## src/rtl/vtp_pkg.sv

```systemverilog
package vtp_pkg;
  localparam int BYTE_W = 8;
  localparam int VID_W  = 12;
  localparam int PRIO_W = 3;
  localparam int TCI_W  = PRIO_W + 1 + VID_W;

  typedef struct packed {
    logic [PRIO_W-1:0] prio;
    logic              cfi;
    logic [VID_W-1:0]  vid;
  } tci_t;

  localparam tci_t TCI_RST = '{prio: '0, cfi: 1'b0, vid: VID_W'(1)};
  localparam logic [VID_W-1:0] VID_NULL = '0;
endpackage

```

## src/rtl/vtp_tag_regs.sv

```systemverilog
module vtp_tag_regs
  import vtp_pkg::*;
#(
  parameter int NUM_PORTS = 3,
  parameter int PIDX_W    = 2
) (
  input  logic                        clk_i,
  input  logic                        rst_ni,
  input  logic                        wr_i,
  input  logic [PIDX_W-1:0]           wr_port_i,
  input  logic                        wr_hi_i,
  input  logic [BYTE_W-1:0]           wr_data_i,
  output logic [NUM_PORTS-1:0][TCI_W-1:0] tags_o
);
  localparam int LO_W = BYTE_W;
  localparam int HI_W = TCI_W - BYTE_W;

  for (genvar p = 0; p < NUM_PORTS; p++) begin : g_port
    logic hit;
    logic [HI_W-1:0] hi_q;
    logic [LO_W-1:0] lo_q;
    localparam logic [TCI_W-1:0] RST_V = TCI_RST;

    assign hit = wr_i && (wr_port_i == PIDX_W'(p));

    always_ff @(posedge clk_i or negedge rst_ni) begin
      if (!rst_ni) begin
        hi_q <= RST_V[TCI_W-1:LO_W];
        lo_q <= RST_V[LO_W-1:0];
      end else if (hit) begin
        if (wr_hi_i) hi_q <= wr_data_i[HI_W-1:0];
        else         lo_q <= wr_data_i;
      end
    end

    assign tags_o[p] = {hi_q, lo_q};
  end
endmodule

```

## src/rtl/vtp_port_mux.sv

```systemverilog
module vtp_port_mux
  import vtp_pkg::*;
#(
  parameter int NUM_PORTS = 3,
  parameter int PIDX_W    = 2
) (
  input  logic [PIDX_W-1:0]               port_i,
  input  logic [NUM_PORTS-1:0][TCI_W-1:0] tags_i,
  output logic                            legal_o,
  output tci_t                            tag_o
);
  always_comb begin
    legal_o = 1'b0;
    tag_o   = '0;
    for (int p = 0; p < NUM_PORTS; p++) begin
      if (port_i == PIDX_W'(p)) begin
        legal_o = 1'b1;
        tag_o   = tci_t'(tags_i[p]);
      end
    end
  end
endmodule

```

## src/rtl/vtp_ingress.sv

```systemverilog
module vtp_ingress
  import vtp_pkg::*;
#(
  parameter int NUM_PORTS = 3,
  parameter int PIDX_W    = 2
) (
  input  logic                            clk_i,
  input  logic                            rst_ni,
  input  logic                            valid_i,
  input  logic [PIDX_W-1:0]               port_i,
  input  logic                            tagged_i,
  input  logic [VID_W-1:0]                vid_i,
  input  logic [PRIO_W-1:0]               prio_i,
  input  logic [NUM_PORTS-1:0][TCI_W-1:0] tags_i,
  output logic                            valid_o,
  output logic [VID_W-1:0]                vid_o,
  output logic [PRIO_W-1:0]               prio_o
);
  logic legal;
  tci_t dflt;
  logic [VID_W-1:0]  vid_d;
  logic [PRIO_W-1:0] prio_d;

  vtp_port_mux #(.NUM_PORTS(NUM_PORTS), .PIDX_W(PIDX_W)) u_mux (
    .port_i (port_i),
    .tags_i (tags_i),
    .legal_o(legal),
    .tag_o  (dflt)
  );

  // null VID in a tag is treated as untagged for VID, frame prio kept
  always_comb begin
    if (!tagged_i) begin
      vid_d  = dflt.vid;
      prio_d = dflt.prio;
    end else if (vid_i == VID_NULL) begin
      vid_d  = dflt.vid;
      prio_d = prio_i;
    end else begin
      vid_d  = vid_i;
      prio_d = prio_i;
    end
  end

  always_ff @(posedge clk_i or negedge rst_ni) begin
    if (!rst_ni) begin
      valid_o <= 1'b0;
      vid_o   <= '0;
      prio_o  <= '0;
    end else begin
      valid_o <= valid_i && legal;
      if (valid_i && legal) begin
        vid_o  <= vid_d;
        prio_o <= prio_d;
      end
    end
  end
endmodule

```

## src/rtl/vtp_egress.sv

```systemverilog
module vtp_egress
  import vtp_pkg::*;
#(
  parameter int NUM_PORTS = 3,
  parameter int PIDX_W    = 2
) (
  input  logic                            clk_i,
  input  logic                            rst_ni,
  input  logic                            valid_i,
  input  logic [PIDX_W-1:0]               port_i,
  input  logic                            insert_i,
  input  logic [NUM_PORTS-1:0][TCI_W-1:0] tags_i,
  output logic                            valid_o,
  output logic                            insert_o,
  output logic [TCI_W-1:0]                tci_o
);
  logic legal;
  tci_t dflt;

  vtp_port_mux #(.NUM_PORTS(NUM_PORTS), .PIDX_W(PIDX_W)) u_mux (
    .port_i (port_i),
    .tags_i (tags_i),
    .legal_o(legal),
    .tag_o  (dflt)
  );

  always_ff @(posedge clk_i or negedge rst_ni) begin
    if (!rst_ni) begin
      valid_o  <= 1'b0;
      insert_o <= 1'b0;
      tci_o    <= '0;
    end else begin
      valid_o <= valid_i && legal;
      if (valid_i && legal) begin
        insert_o <= insert_i;
        tci_o    <= insert_i ? TCI_W'(dflt) : '0;
      end
    end
  end
endmodule

```

## src/rtl/vlan_tag_proc.sv

```systemverilog
module vlan_tag_proc
  import vtp_pkg::*;
#(
  parameter int NUM_PORTS = 3,
  parameter int PIDX_W    = 2
) (
  input  logic              clk_i,
  input  logic              rst_ni,
  input  logic              reg_wr_i,
  input  logic [PIDX_W-1:0] reg_port_i,
  input  logic              reg_hi_i,
  input  logic [7:0]        reg_wdata_i,
  input  logic              ig_valid_i,
  input  logic [PIDX_W-1:0] ig_port_i,
  input  logic              ig_tagged_i,
  input  logic [11:0]       ig_vid_i,
  input  logic [2:0]        ig_prio_i,
  output logic              ig_valid_o,
  output logic [11:0]       ig_vid_o,
  output logic [2:0]        ig_prio_o,
  input  logic              eg_valid_i,
  input  logic [PIDX_W-1:0] eg_port_i,
  input  logic              eg_insert_i,
  output logic              eg_valid_o,
  output logic              eg_insert_o,
  output logic [15:0]       eg_tci_o
);
  logic [NUM_PORTS-1:0][TCI_W-1:0] tags;

  vtp_tag_regs #(.NUM_PORTS(NUM_PORTS), .PIDX_W(PIDX_W)) u_regs (
    .clk_i    (clk_i),
    .rst_ni   (rst_ni),
    .wr_i     (reg_wr_i),
    .wr_port_i(reg_port_i),
    .wr_hi_i  (reg_hi_i),
    .wr_data_i(reg_wdata_i),
    .tags_o   (tags)
  );

  vtp_ingress #(.NUM_PORTS(NUM_PORTS), .PIDX_W(PIDX_W)) u_ig (
    .clk_i   (clk_i),
    .rst_ni  (rst_ni),
    .valid_i (ig_valid_i),
    .port_i  (ig_port_i),
    .tagged_i(ig_tagged_i),
    .vid_i   (ig_vid_i),
    .prio_i  (ig_prio_i),
    .tags_i  (tags),
    .valid_o (ig_valid_o),
    .vid_o   (ig_vid_o),
    .prio_o  (ig_prio_o)
  );

  vtp_egress #(.NUM_PORTS(NUM_PORTS), .PIDX_W(PIDX_W)) u_eg (
    .clk_i   (clk_i),
    .rst_ni  (rst_ni),
    .valid_i (eg_valid_i),
    .port_i  (eg_port_i),
    .insert_i(eg_insert_i),
    .tags_i  (tags),
    .valid_o (eg_valid_o),
    .insert_o(eg_insert_o),
    .tci_o   (eg_tci_o)
  );
endmodule

```

## config.mk

```make
export PLATFORM = sky130hd
export DESIGN_NAME = vlan_tag_proc
export DESIGN_NICKNAME = d
export VERILOG_FILES = /design/src/rtl/vtp_pkg.sv /design/src/rtl/vtp_tag_regs.sv /design/src/rtl/vtp_port_mux.sv /design/src/rtl/vtp_ingress.sv /design/src/rtl/vtp_egress.sv /design/src/rtl/vlan_tag_proc.sv
export SDC_FILE = /design/constraint.sdc
export NUM_CORES = 1
export LEC_CHECK = 0
export BUFFER_PORTS_ARGS = -buffer_cell sky130_fd_sc_hd__buf_2
export CAP_MARGIN = 40
export CORE_ASPECT_RATIO = 1.75
export CORE_MARGIN = 2
export CORE_UTILIZATION = 55
export DETAILED_ROUTE_END_ITERATION = 10
export PLACE_DENSITY_LB_ADDON = 0.12
export SLEW_MARGIN = 25
export SYNTH_ARGS = -nofsm -noshare
export SYNTH_HDL_FRONTEND = slang
export SYNTH_SLANG_ARGS = --single-unit
```

## constraint.sdc

```tcl
create_clock -name clk_i -period 1.1 [get_ports clk_i]
set_input_delay 0.11 -clock clk_i [delete_from_list [all_inputs] [get_ports clk_i]]
set_output_delay 0.11 -clock clk_i [all_outputs]
set_load 0.02 [all_outputs]
```

==> reports/metrics.csv <==
stage;metric;value;unit
power;LEAKAGE;2.467;nW
run;max-cap viol count;0;
logic_synthesis;synthesized area per cell;12.09;µm²
final_layout;area grow syn2layout;32.08;%
detailed_routing;Via Count;2901;
logic_synthesis;Seq/Total Area, Yosys;53.29;%
final_layout;fin cells;513;
final_layout;commonest cells after routing, fill and taps aside;dfrtp_1, buf_2, mux2i_1, mux2_2, nand2_1;
clock_network;clk_lat worst skew;0.33;ns
final_layout;layout cells sized above 1;45.45;%
sta;Hold Violations, Final;0;
critical_path;Worst Setup SP;ig_vid_i[10];
die;height of the die;114.8;µm
critical_path;Worst Setup End Kind;flip-flop;
logic_synthesis;Seq cells post-synth;82;
die;die area;7726;µm²
place;Placed Instances;493;
critical_path;worst setup path category;primary input to flip-flop;
critical_path;WP buf/inv;2;
sta;Final setup viols;12;
logic_synthesis;Yosys cell types;27;
logic_synthesis;compound-gate portion of the synthesized area;11.81;%
hold_path;hold depth;2;
place;Buffers on Ports;70;
critical_path;CP required;1.32;ns
critical_path;Crit path top cell by count;buf_6;
detailed_routing;DRC errors left;0;
die;# IOs;71;
logic_synthesis;main area contributors after synthesis;dfrtp_1, mux2_2, mux2i_1;
clock_network;TritonCTS buffer count;9;
die;site row count;40;
place;DPL Wire Length;7.032;mm
logic_synthesis;top_reg_cell synth;dfrtp_1;
die;die width;67.31;µm
power;VDD IR max;1.545;mV
logic_synthesis;Synth top area share;51.25;%
final_layout;multi-input logic area;1817;µm²
clock_network;CTS tree;yes;
critical_path;Worst path slowest cell;or4_4;
critical_path;crit path cell chain;buf_6, or4_4, o31ai_4, buf_6, mux2i_1, o21ai_1;
final_layout;# fillers;472;
die;CORE AREA;6807;µm²
critical_path;reg2reg path depth;4;
place;area post-placement;4701;µm²
outcome;failing checks;setup timing;
global_route;GRT overflow;0;
logic_synthesis;post-synthesis cell count;319;
detailed_routing;drt via density;5.655;
logic_synthesis;Mapped Area;3857;µm²
sta;clock skew;0.003523;ns
logic_synthesis;post-synthesis async set-or-reset flop share;100.0;%
sta;measured slew at the worst slew-check pin;0.6612;ns
final_layout;# nets final;461;
clock_network;Clock Tree Root;clkbuf_16;
clock_network;Num Clock Sinks;82;
sta;Final WS setup;-0.1905;ns
global_route;initial antenna violation count;0;
detailed_routing;Pre-Repair DR Iteration Count;4;
sta;Setup TNS Final;-1.698;ns
critical_path;Critical R2R Launch;u_regs.g_port[1].lo_q[0];
logic_synthesis;cell taking the most area after synthesis;dfrtp_1;
clock_network;depth of the CTS H-tree;3;
logic_synthesis;xor and xnor area share after synthesis;0;%
logic_synthesis;Post-synth EDFFs;0;
critical_path;CP Depth;6;
global_route;first-pass GRT wire length;14.77;mm
final_layout;most common cell after layout, fill and taps aside;dfrtp_1;
logic_synthesis;syn nets;356;
global_route;Global Route Usage Sum;26.15;%
sta;Final Slew Violations;0;
place;Routability Congestion;0.8192;
clock_network;register clock-pin slew on the reported worst setup and hold paths;0.06;ns
sta;relative slew slack;55.72;%
hold_path;hold path start;reg_wdata_i[5];
global_route;vias in the first global route;2912;
detailed_routing;WL per Instance;18.45;µm
clock_network;worst-case clock buffer depth;2;
outcome;run status;finished with violations;
logic_synthesis;Yosys warning count;0;
final_layout;register area;2056;µm²
critical_path;Crit Path Max Fanout;5;
power;Power Dens Cells;1750;nW/µm²
detailed_routing;antenna violation net count after detailed routing;0;
hold_path;worst hold path type;primary input to flip-flop;
final_layout;Ant. Diodes;0;
detailed_routing;DRT Wirelength;9.464;mm
sta;RSZ-0062 raised after global routing;true;
global_route;largest net degree at the start of global routing;22;
sta;min Tclk post-route;1.291;ns
logic_synthesis;largest family of logic cells by synthesized area;multiplexers;
logic_synthesis;post-synthesis adder-cell area fraction;0;%
sta;Peak Freq;0.7749;GHz
die;Initial Utilization;56.67;%
critical_path;slowest stage delay, CP;0.54;ns
critical_path;Critical Path Start Type;primary input;
sta;final period utilization;117.3;%
detailed_routing;Detailed Route Iter0 Violations;135;
final_layout;final instance area;5095;µm²
critical_path;Arr. time, crit path;1.51;ns
logic_synthesis;multiplexer share of the synthesized area;24.65;%
critical_path;Top Family by Delay on Critical Path;simple AND/OR/NAND/NOR gates;
place;post-place setup slack;-0.5454;ns
logic_synthesis;simple logic cell fraction of the synthesized area;7.882;%
## cell usage after synthesis (3+ instances only)
library cell / number
a22o_1: 16
o2bb2ai_1: 11
a21oi_1: 8
and2_1: 4
clkbuf_1: 14
dfstp_2: 3
mux2i_1: 41
dfrtp_1: 79
o21ai_1: 13
nor2_1: 8
o21ai_0: 17
nand3_1: 3
mux2_2: 48
nand2_1: 32
buf_2: 4
## final cells by class
type / count / share of cell area (%)
Timing Repair Buffer: 113 / 15.94
Multi-Input combinational cell: 216 / 35.66
Tap cell: 84 / 2.063
Inverter: 2 / 0.1473
Clock inverter: 4 / 1.007
Clock buffer: 12 / 4.838
Sequential cell: 82 / 40.35
## where the power goes
part	switching [mW]	total [mW]	internal, mW
Sequential	0.413	4.01	3.60
Clock	1.13	2.95	1.82
Combinational	0.972	1.95	0.981
Total	2.51	8.92	6.40
## worst reg2reg max path, delay by kind of cell (launching register included)
family	cells	cell delay, ns
flops	1	0.54
mux	2	0.19
compound gates	2	0.33
## per-stage QoR
step           hold WS (ns)  total power [mW]  util, %
5_1_grt             0.08526             9.336    74.85
2_1_floorplan       -0.1856             5.196        -
6_report            0.07758             8.916    74.85
3_3_place_gp        0.02970             5.858    69.03
3_5_place_dp        0.02993             5.954    69.06
4_1_cts             0.05889             8.952    74.06
## registers in the layout, summed over array words and instances (netlist names)
register	flops
u_regs.g_port.hi_q	24
u_ig.valid_o	1
u_ig.prio_o	3
u_eg.valid_o	1
u_ig.vid_o	12
u_regs.g_port.lo_q	24
u_eg.tci_o	16
u_eg.insert_o	1
## routing by layer
layer / wire (µm) / track usage, % / part of all wire, %
met5: 0 / 0 / 0
met4: 208 / 10.20 / 2.2
met3: 374 / 4.795 / 4.0
met2: 5115 / 45.68 / 54
met1: 3765 / 31.24 / 40
## final timing paths
check                                                end  slack [ns]
worst max-delay path                       u_ig.vid_o[3]       -0.19
worst min-delay path            u_regs.g_port[1].lo_q[5]        0.08
worst max register to register             u_ig.vid_o[0]       -0.02
worst min register to register             u_eg.insert_o        0.47
max in group asynchronous       u_regs.g_port[0].lo_q[0]        0.35
min in group asynchronous       u_regs.g_port[2].hi_q[1]        0.23
## cells by family after synthesis
family / after synthesis
AND/OR/NAND/NOR: 60
multiplexers: 89
AO/OA/AOI/OAI: 67
buffers and inverters: 21
flip-flops: 82
## timing repair
| item | 4_1_cts | 5_1_grt |
|---|---|---|
| setup buffers | 1 | 2 |
| setup endpoints to repair | 14 | 13 |
| endpoints found under the hold margin | 80 | 0 |
| gates resized for setup | 6 | 10 |
| cloned | 0 | 0 |
| pin swaps | 4 | 9 |
| hold buffers | 1 | 0 |
No activity file was read; power rests on OpenSTA's default activity.
